[src/rtl/uart_msi_pkg.sv]
package uart_msi_pkg;

  typedef enum logic [1:0] {
    REG_IEN = 2'd0,
    REG_IID = 2'd1,
    REG_MCR = 2'd2,
    REG_MSR = 2'd3
  } regAddr_e;

  typedef enum logic [1:0] {
    SRC_MODEM = 2'b00,
    SRC_TXE   = 2'b01,
    SRC_RXF   = 2'b10,
    SRC_LINE  = 2'b11
  } srcCode_e;

  // strobes and levels from control to datapath
  typedef struct packed {
    logic clrModem;
    logic clrTxEmpty;
    logic loopback;
    logic dtrOn;
    logic rtsOn;
  } dpCtl_t;

endpackage

[src/rtl/uart_msi_datapath.sv]
module uart_msi_datapath
  import uart_msi_pkg::*;
#(
  parameter int SYNC_STAGES = 2
) (
  input  logic       clk,
  input  logic       rstN,
  input  dpCtl_t     ctl,
  input  logic       ctsN,
  input  logic       dsrN,
  input  logic       riN,
  input  logic       dcdN,
  input  logic       txEmptyStb,
  output logic [3:0] msFlags,
  output logic [3:0] levels,
  output logic       txPend
);
  localparam int NUM_LINES = 4;
  localparam int RING_IDX  = 2;

  logic [NUM_LINES-1:0] rawN;
  logic [NUM_LINES-1:0] syncN;
  logic [NUM_LINES-1:0] prevN;
  logic [NUM_LINES-1:0] edgeHit;
  logic loopDtrN, loopRtsN;

  assign loopDtrN = ~ctl.dtrOn;
  assign loopRtsN = ~ctl.rtsOn;

  // index: 3 dcd, 2 ri, 1 dsr, 0 cts
  always_comb begin
    if (ctl.loopback) rawN = {loopDtrN, loopRtsN, loopDtrN, loopRtsN};
    else              rawN = {dcdN, riN, dsrN, ctsN};
  end

  for (genvar i = 0; i < NUM_LINES; i++) begin : gLine
    logic [SYNC_STAGES-1:0] chain;
    always_ff @(posedge clk or negedge rstN) begin
      if (!rstN) chain <= '1;
      else       chain <= {chain[SYNC_STAGES-2:0], rawN[i]};
    end
    assign syncN[i] = chain[SYNC_STAGES-1];

    if (i == RING_IDX) begin : gTrail
      assign edgeHit[i] = syncN[i] & ~prevN[i];
    end else begin : gDelta
      assign edgeHit[i] = syncN[i] ^ prevN[i];
    end
  end

  always_ff @(posedge clk or negedge rstN) begin
    if (!rstN) begin
      prevN   <= '1;
      msFlags <= '0;
      txPend  <= 1'b0;
    end else begin
      prevN   <= syncN;
      msFlags <= (ctl.clrModem ? '0 : msFlags) | edgeHit;
      if (txEmptyStb)          txPend <= 1'b1;
      else if (ctl.clrTxEmpty) txPend <= 1'b0;
    end
  end

  assign levels = ~syncN;
endmodule

[src/rtl/uart_msi_ctrl.sv]
module uart_msi_ctrl
  import uart_msi_pkg::*;
#(
  parameter int DATA_W = 8
) (
  input  logic              clk,
  input  logic              rstN,
  input  logic              wrEn,
  input  logic              rdEn,
  input  logic [1:0]        addr,
  input  logic [DATA_W-1:0] wrData,
  output logic [DATA_W-1:0] rdData,
  input  logic              rxReady,
  input  logic              overrunErr,
  input  logic              parityErr,
  input  logic              framingErr,
  input  logic [3:0]        msFlags,
  input  logic [3:0]        levels,
  input  logic              txPend,
  output dpCtl_t            ctl,
  output logic [DATA_W-1:0] ienBits,
  output logic [DATA_W-1:0] idCode,
  output logic              irqOut,
  output logic              dtrN,
  output logic              rtsN,
  output logic              loopOut
);
  localparam int PAD_W = DATA_W - 3;

  logic [DATA_W-1:0] ienReg, mcrReg;
  logic lineSrc, rxSrc, txSrc, msSrc, pending;
  srcCode_e code;

  always_ff @(posedge clk or negedge rstN) begin
    if (!rstN) begin
      ienReg <= '0;
      mcrReg <= '0;
    end else if (wrEn) begin
      if (addr == REG_IEN) ienReg <= wrData;
      if (addr == REG_MCR) mcrReg <= wrData;
    end
  end

  assign lineSrc = ienReg[2] & (rxReady | overrunErr | parityErr | framingErr);
  assign rxSrc   = ienReg[0] & rxReady;
  assign txSrc   = ienReg[1] & txPend;
  assign msSrc   = ienReg[3] & (|msFlags);
  assign pending = lineSrc | rxSrc | txSrc | msSrc;

  always_comb begin
    if (lineSrc)    code = SRC_LINE;
    else if (rxSrc) code = SRC_RXF;
    else if (txSrc) code = SRC_TXE;
    else            code = SRC_MODEM;
  end

  assign idCode  = {{PAD_W{1'b0}}, code, ~pending};
  assign irqOut  = pending;
  assign ienBits = ienReg;

  always_comb begin
    ctl.clrModem   = rdEn && (addr == REG_MSR);
    ctl.clrTxEmpty = rdEn && (addr == REG_IID) && txSrc && (code == SRC_TXE);
    ctl.loopback   = mcrReg[2];
    ctl.dtrOn      = mcrReg[0];
    ctl.rtsOn      = mcrReg[1];
  end

  assign dtrN    = mcrReg[2] | ~mcrReg[0];
  assign rtsN    = mcrReg[2] | ~mcrReg[1];
  assign loopOut = mcrReg[2];

  always_comb begin
    case (addr)
      REG_IEN: rdData = ienReg;
      REG_IID: rdData = idCode;
      REG_MCR: rdData = mcrReg;
      default: rdData = DATA_W'({levels, msFlags});
    endcase
  end
endmodule

[src/rtl/uart_event_irq.sv]
module uart_event_irq
  import uart_msi_pkg::*;
#(
  parameter int DATA_W      = 8,
  parameter int SYNC_STAGES = 2
) (
  input  logic              clk,
  input  logic              rstN,
  input  logic              wrEn,
  input  logic              rdEn,
  input  logic [1:0]        addr,
  input  logic [DATA_W-1:0] wrData,
  output logic [DATA_W-1:0] rdData,
  input  logic              ctsN,
  input  logic              dsrN,
  input  logic              riN,
  input  logic              dcdN,
  input  logic              rxReady,
  input  logic              overrunErr,
  input  logic              parityErr,
  input  logic              framingErr,
  input  logic              txEmptyStb,
  output logic              irqOut,
  output logic              dtrN,
  output logic              rtsN,
  output logic              loopOut
);
  dpCtl_t            ctl;
  logic [3:0]        msFlags;
  logic [3:0]        levels;
  logic              txPend;
  logic [DATA_W-1:0] idCode;
  logic [DATA_W-1:0] ienBits;

  uart_msi_datapath #(.SYNC_STAGES(SYNC_STAGES)) uDp (
    .clk(clk), .rstN(rstN), .ctl(ctl),
    .ctsN(ctsN), .dsrN(dsrN), .riN(riN), .dcdN(dcdN),
    .txEmptyStb(txEmptyStb),
    .msFlags(msFlags), .levels(levels), .txPend(txPend)
  );

  uart_msi_ctrl #(.DATA_W(DATA_W)) uCtrl (
    .clk(clk), .rstN(rstN), .wrEn(wrEn), .rdEn(rdEn), .addr(addr),
    .wrData(wrData), .rdData(rdData),
    .rxReady(rxReady), .overrunErr(overrunErr), .parityErr(parityErr),
    .framingErr(framingErr),
    .msFlags(msFlags), .levels(levels), .txPend(txPend),
    .ctl(ctl), .ienBits(ienBits), .idCode(idCode), .irqOut(irqOut),
    .dtrN(dtrN), .rtsN(rtsN), .loopOut(loopOut)
  );
endmodule

[config.mk]
export PLATFORM = sky130hd
export DESIGN_NAME = uart_event_irq
export DESIGN_NICKNAME = d
export VERILOG_FILES = /design/src/rtl/uart_msi_pkg.sv /design/src/rtl/uart_msi_datapath.sv /design/src/rtl/uart_msi_ctrl.sv /design/src/rtl/uart_event_irq.sv
export SDC_FILE = /design/constraint.sdc
export NUM_CORES = 1
export LEC_CHECK = 0
export ABC_AREA = 1
export BUFFER_PORTS_ARGS = -buffer_cell sky130_fd_sc_hd__buf_2
export CORE_MARGIN = 5
export CORE_UTILIZATION = 52
export CTS_CLUSTER_SIZE = 25
export DETAILED_ROUTE_END_ITERATION = 10
export MAX_ROUTING_LAYER = met4
export PLACE_DENSITY = 0.78
export SYNTH_ARGS = -nofsm -noshare
export SYNTH_HDL_FRONTEND = slang
export SYNTH_SLANG_ARGS = --single-unit
[constraint.sdc]
create_clock -name clk -period 1.35 [get_ports clk]
set_input_delay 0.27 -clock clk [delete_from_list [all_inputs] [get_ports clk]]
set_output_delay 0.27 -clock clk [all_outputs]
set_load 0.01 [all_outputs]
### Word-level counts from Yosys, hierarchy flattened

Cells that the tools add are included.

* equal/unequal tests: 4
* muxes and demuxes: 8
* bitwise operators: 22
* reduce and logical (&&, ||, !) cells: 9

Operators by type and width (number)
* 8-bit case mux with 3 select lines: 1
* 4-bit 2-to-1 mux: 2
* 1-bit OR: 8
* 1-bit AND: 5
* 2-bit by 1-bit == test with 1-bit output, second input constant: 2
* 2-bit == test, second input constant: 2
* 1-bit logical AND: 4
* 2-bit 2-to-1 mux: 2
* 1-bit inverter: 4
* 4-bit inverter: 1
* 4-bit OR: 1
* 2-bit AND reduction: 2
* 4-bit OR reduction: 1
* 1-bit 2-to-1 mux: 3
* 1-bit bitwise XOR: 3
* 2-bit logical NOT: 1
* 2-bit nonzero test: 1

* flip-flop bits (word level): 33
* input bits: 23
* output and inout bits: 12

### Depth between registers and ports, before layout

* depth in word-level cells: 9
* mapped depth: 7

### Hierarchy

A second synthesis with hierarchy kept.

* cell total of the unflattened synthesis: 190
* area total of the unflattened synthesis: 1636.6 um^2

By module, submodules not included
* uart_msi_ctrl: times used 1, cells an instance 137, area each 1047.3 um^2
* uart_msi_datapath: times used 1, cells an instance 53, area each 589.3 um^2

### Least setup slack after synthesis

OpenSTA, ideal clock, no wires.

* path type: reg-to-output
* start point: register uDp.msFlags[3]
* end point: output rdData[0]
* arrival: 957 ps
* required time: 1080 ps
* setup slack: 123 ps
* stages on the path, launching flop included: 6
* path buffers: 0
* cell sequence: dfrtp_1 -> nor2_1 -> nand2_1 -> a21oi_1 -> nand3_1 -> a21oi_1

* longest elaborated chain between the ends: 5

Ends and longest elaborated chain
* start: declaration: RTL line uart_msi_datapath.sv:14 `output logic [3:0] msFlags,`
* start signal: assignment: RTL line uart_msi_datapath.sv:58 `msFlags <= (ctl.clrModem ? '0 : msFlags) | edgeHit;`
* 4-bit OR reduction: RTL line uart_msi_ctrl.sv:47 `assign msSrc = ienReg[3] & (|msFlags);`
* 1-bit AND: RTL line uart_msi_ctrl.sv:47
* 1-bit OR: RTL line uart_msi_ctrl.sv:48 `assign pending = lineSrc | rxSrc | txSrc | msSrc;`
* 1-bit inverter: RTL line uart_msi_ctrl.sv:57 `assign idCode = {{PAD_W{1'b0}}, code, ~pending};`
* 8-bit case mux with 3 select lines: RTL line uart_msi_ctrl.sv:74 `case (addr)`
* end: declaration: RTL line uart_event_irq.sv:13 `output logic [DATA_W-1:0] rdData,`

Every way passes these cells.

### Final worst setup path

Ends and elaborated chain as after synthesis.

==> results.toml <==
[outcome]
outcome = "finished with violations"
violations = "setup timing"

[die]
rows = 19
core_area_um2 = 2734
boundaryPins = 35
die_x_um = 63.29
die_h_um = 63.29
start_util = 0.5400
die-area_um2 = 4005

[flow_run]
cap_violations = 0

[critical_path]
start_kind = "flip-flop"
cp_max_fo = 2
rr_startpoint = "uCtrl.ienBits[0]"
path_class = "flip-flop to output pin"
cp-end-kind = "output pin"
startpoint = "uDp.msFlags[3]"
arrival_ns = 1.40
worstPathRequired_ns = 1.08

[route]
finalWirelength_um = 3366
viasPerCell = 5.103
wl_per_cell_um = 13.36
drc = 0
drt-initial-drc-count = 40
drtPass1Iterations = 4
antenna_left = 0
via_count = 1286

[pwr]
switchingPower_w = 0.0007556
max-vdd-ir-drop_mv = 1.107
comb_power_share = 0.257
power.internal_w = 0.001837
cellLeakagePower_nw = 0.9903
clkPwrFrac = 0.238
total_power_w = 0.002593
p_seq_frac = 0.505
switching_share = 0.2914
power_density_nw_per_um2 = 1338

[sta]
max_slew_margin = 0.7662
rsz0062_at_grt = "yes"
setup_tns_ns = -0.9613
hold_slack_ns = 0.1218
tightestPinTransition_ns = 0.3507
final.period_utilization = 1.233
worst_slack_ns = -0.3151
finalSetupViolCount = 9
fmax_mhz = 600.6
hold_violations = 0
slew_violations = 0
clock_skew_ns = 0.007012
period_needed_ns = 1.665

[synth]
seq_area_frac_synth = 0.5695
ys_ff_latch = 33
synth_nets = 185
synth-edff-count = 0
syn_inst = 162
syn_area_um2 = 1476
async_flop_share = 1.000
synth_area_per_cell_um2 = 9.114
yosys_warnings = 0
ys.flop_type = "dfrtp_1"
synth_cell_type_count = 21

[cells_and_area]
layout_common_cells = "nand2_1, buf_2, dfrtp_1"
areaGrowthSynthToFinish_pct = 31.27
n_antenna_cell = 0
drive_above_1_share = 0.4570
design_area_um2 = 1938
final_common_cell = "nand2_1"
fin_nets = 243
finalNonFillerCells = 252

[clock_network]
clock_latency_ns = 0.33
cts.sinks = 33
cts-root-buf = "clkbuf_4"
htree_levels = 2
cts_made_buffers = 5
cts_tree = "yes"
clk_pin_slew_ns = 0.10
clk_path_buf_depth = 2

[global_routing]
grt.total_usage = 0.1892
grt_pass1_vias = 1302
grt_max_degree = 20
grt_overflow = 0
grt_pass1_wl_um = 5809
antenna_found_initial = 0

[placed_design]
numPortBuffers = 34
dp.cells = 233
dpl-instance-area_um2 = 1735
dp_hpwl_um = 2524
place.gp.congestion = 0.8269

[worst_hold_path]
min_path_type = "input pin to flip-flop"
worstHoldStart = "ctsN"
==> cells by family (layout without fill, tap and decap cells) <==
kind of cell / count (synthesis) / in the layout / synth area share
XOR/XNOR: 3 / 3 / 0.01780
flip-flops: 33 / 33 / 0.5695
AO/OA/AOI/OAI: 32 / 32 / 0.1398
buffers and inverters: 22 / 81 / 0.06949
AND/OR/NAND/NOR: 72 / 72 / 0.2034
==> layout make-up <==
type,count,area [µm²]
fill,216,795.8
tap,31,38.79
inverter,20,80.08
sequential,33,840.8
clock inverter,1,5.005
clock buffer,7,65.06
multi-input combinational,107,564.3
timing repair buffer,53,344.1
==> per-stage QoR <==
step | setup slack, ns | util
after floorplan | 0.1231 | -
after global placement | 0.04644 | 0.6348
after detailed placement | -0.02961 | 0.6348
after CTS | -0.3205 | 0.6870
after global routing | -0.4826 | 0.7089
final | -0.3151 | 0.7089
==> Yosys cell counts, types with 2 or more instances <==
cell type,number,share of area
a21oi_1,4,0.014
buf_6,2,0.015
dfrtp_1,21,0.36
dfstp_2,12,0.21
inv_1,16,0.041
inv_2,2,0.0051
inv_4,2,0.0085
nand2_1,56,0.14
nand2_2,2,0.0085
nand2_4,2,0.015
nand3_1,2,0.0068
nand4_1,2,0.0085
nor2_1,7,0.018
o211ai_1,4,0.020
o21ai_0,6,0.020
o21ai_1,8,0.027
o21ai_2,8,0.047
xnor2_1,3,0.018
==> worst max-delay path, cell delays in order (launching register included) <==
cell	delay, ns
dfrtp_1	0.40
nor2_1	0.10
nand2_1	0.07
a21oi_2	0.15
nand3_1	0.09
a21oi_2	0.11
buf_2	0.13
==> per-layer routing <==
metal | GRT usage | wire length, µm | vias to the layer above
met2 | 0.2949 | 1665 | 39
met1 | 0.2272 | 1378 | 612
met4 | 0.07532 | 69 | 0
met3 | 0.06217 | 253 | 8
li1 | - | - | 627
met5 | - | 0 | -
==> path summary, 6_finish.rpt <==
| check | slack, ns | end | cells past startpoint |
|---|---|---|---|
| worst max register to register | 0.25 | uDp.txPend | 6 |
| max in group asynchronous | 0.49 | uDp.prevN[2] | 3 |
| worst min register to register | 0.35 | uDp.gLine[1].chain[1] | 0 |
| min in group asynchronous | 0.37 | uCtrl.mcrReg[5] | 2 |
| worst min-delay path | 0.12 | uDp.gLine[0].chain[0] | 3 |
| worst max-delay path | -0.32 | rdData[0] | 6 |
==> power by group through the flow <==
| stage | registers [W] | clock network [W] | logic (W) |
|---|---|---|---|
| floorplan | 0.00130 | 0 | 0.000313 |
| global placement | 0.00132 | 0 | 0.000530 |
| detailed placement | 0.00133 | 0 | 0.000545 |
| CTS | 0.00131 | 0.000646 | 0.000619 |
| global route | 0.00133 | 0.000693 | 0.000753 |
| finish | 0.00131 | 0.000617 | 0.000667 |
==> registers in the layout (all words and copies together), names as in the netlist <==
signal           flops
uCtrl.ienBits        8
uDp.gLine.chain      8
uCtrl.mcrReg         8
uDp.msFlags          4
uDp.txPend           1
uDp.prevN            4
==> repair_timing <==
action,4_1_cts,5_1_grt
hold endpoints to repair,8,0
resized for setup,5,11
pin swaps,5,8
buffers inserted,6,4
hold buffers,1,0
endpoints found under the setup margin,11,10
Note: power is estimated with default switching activity, not from simulation.
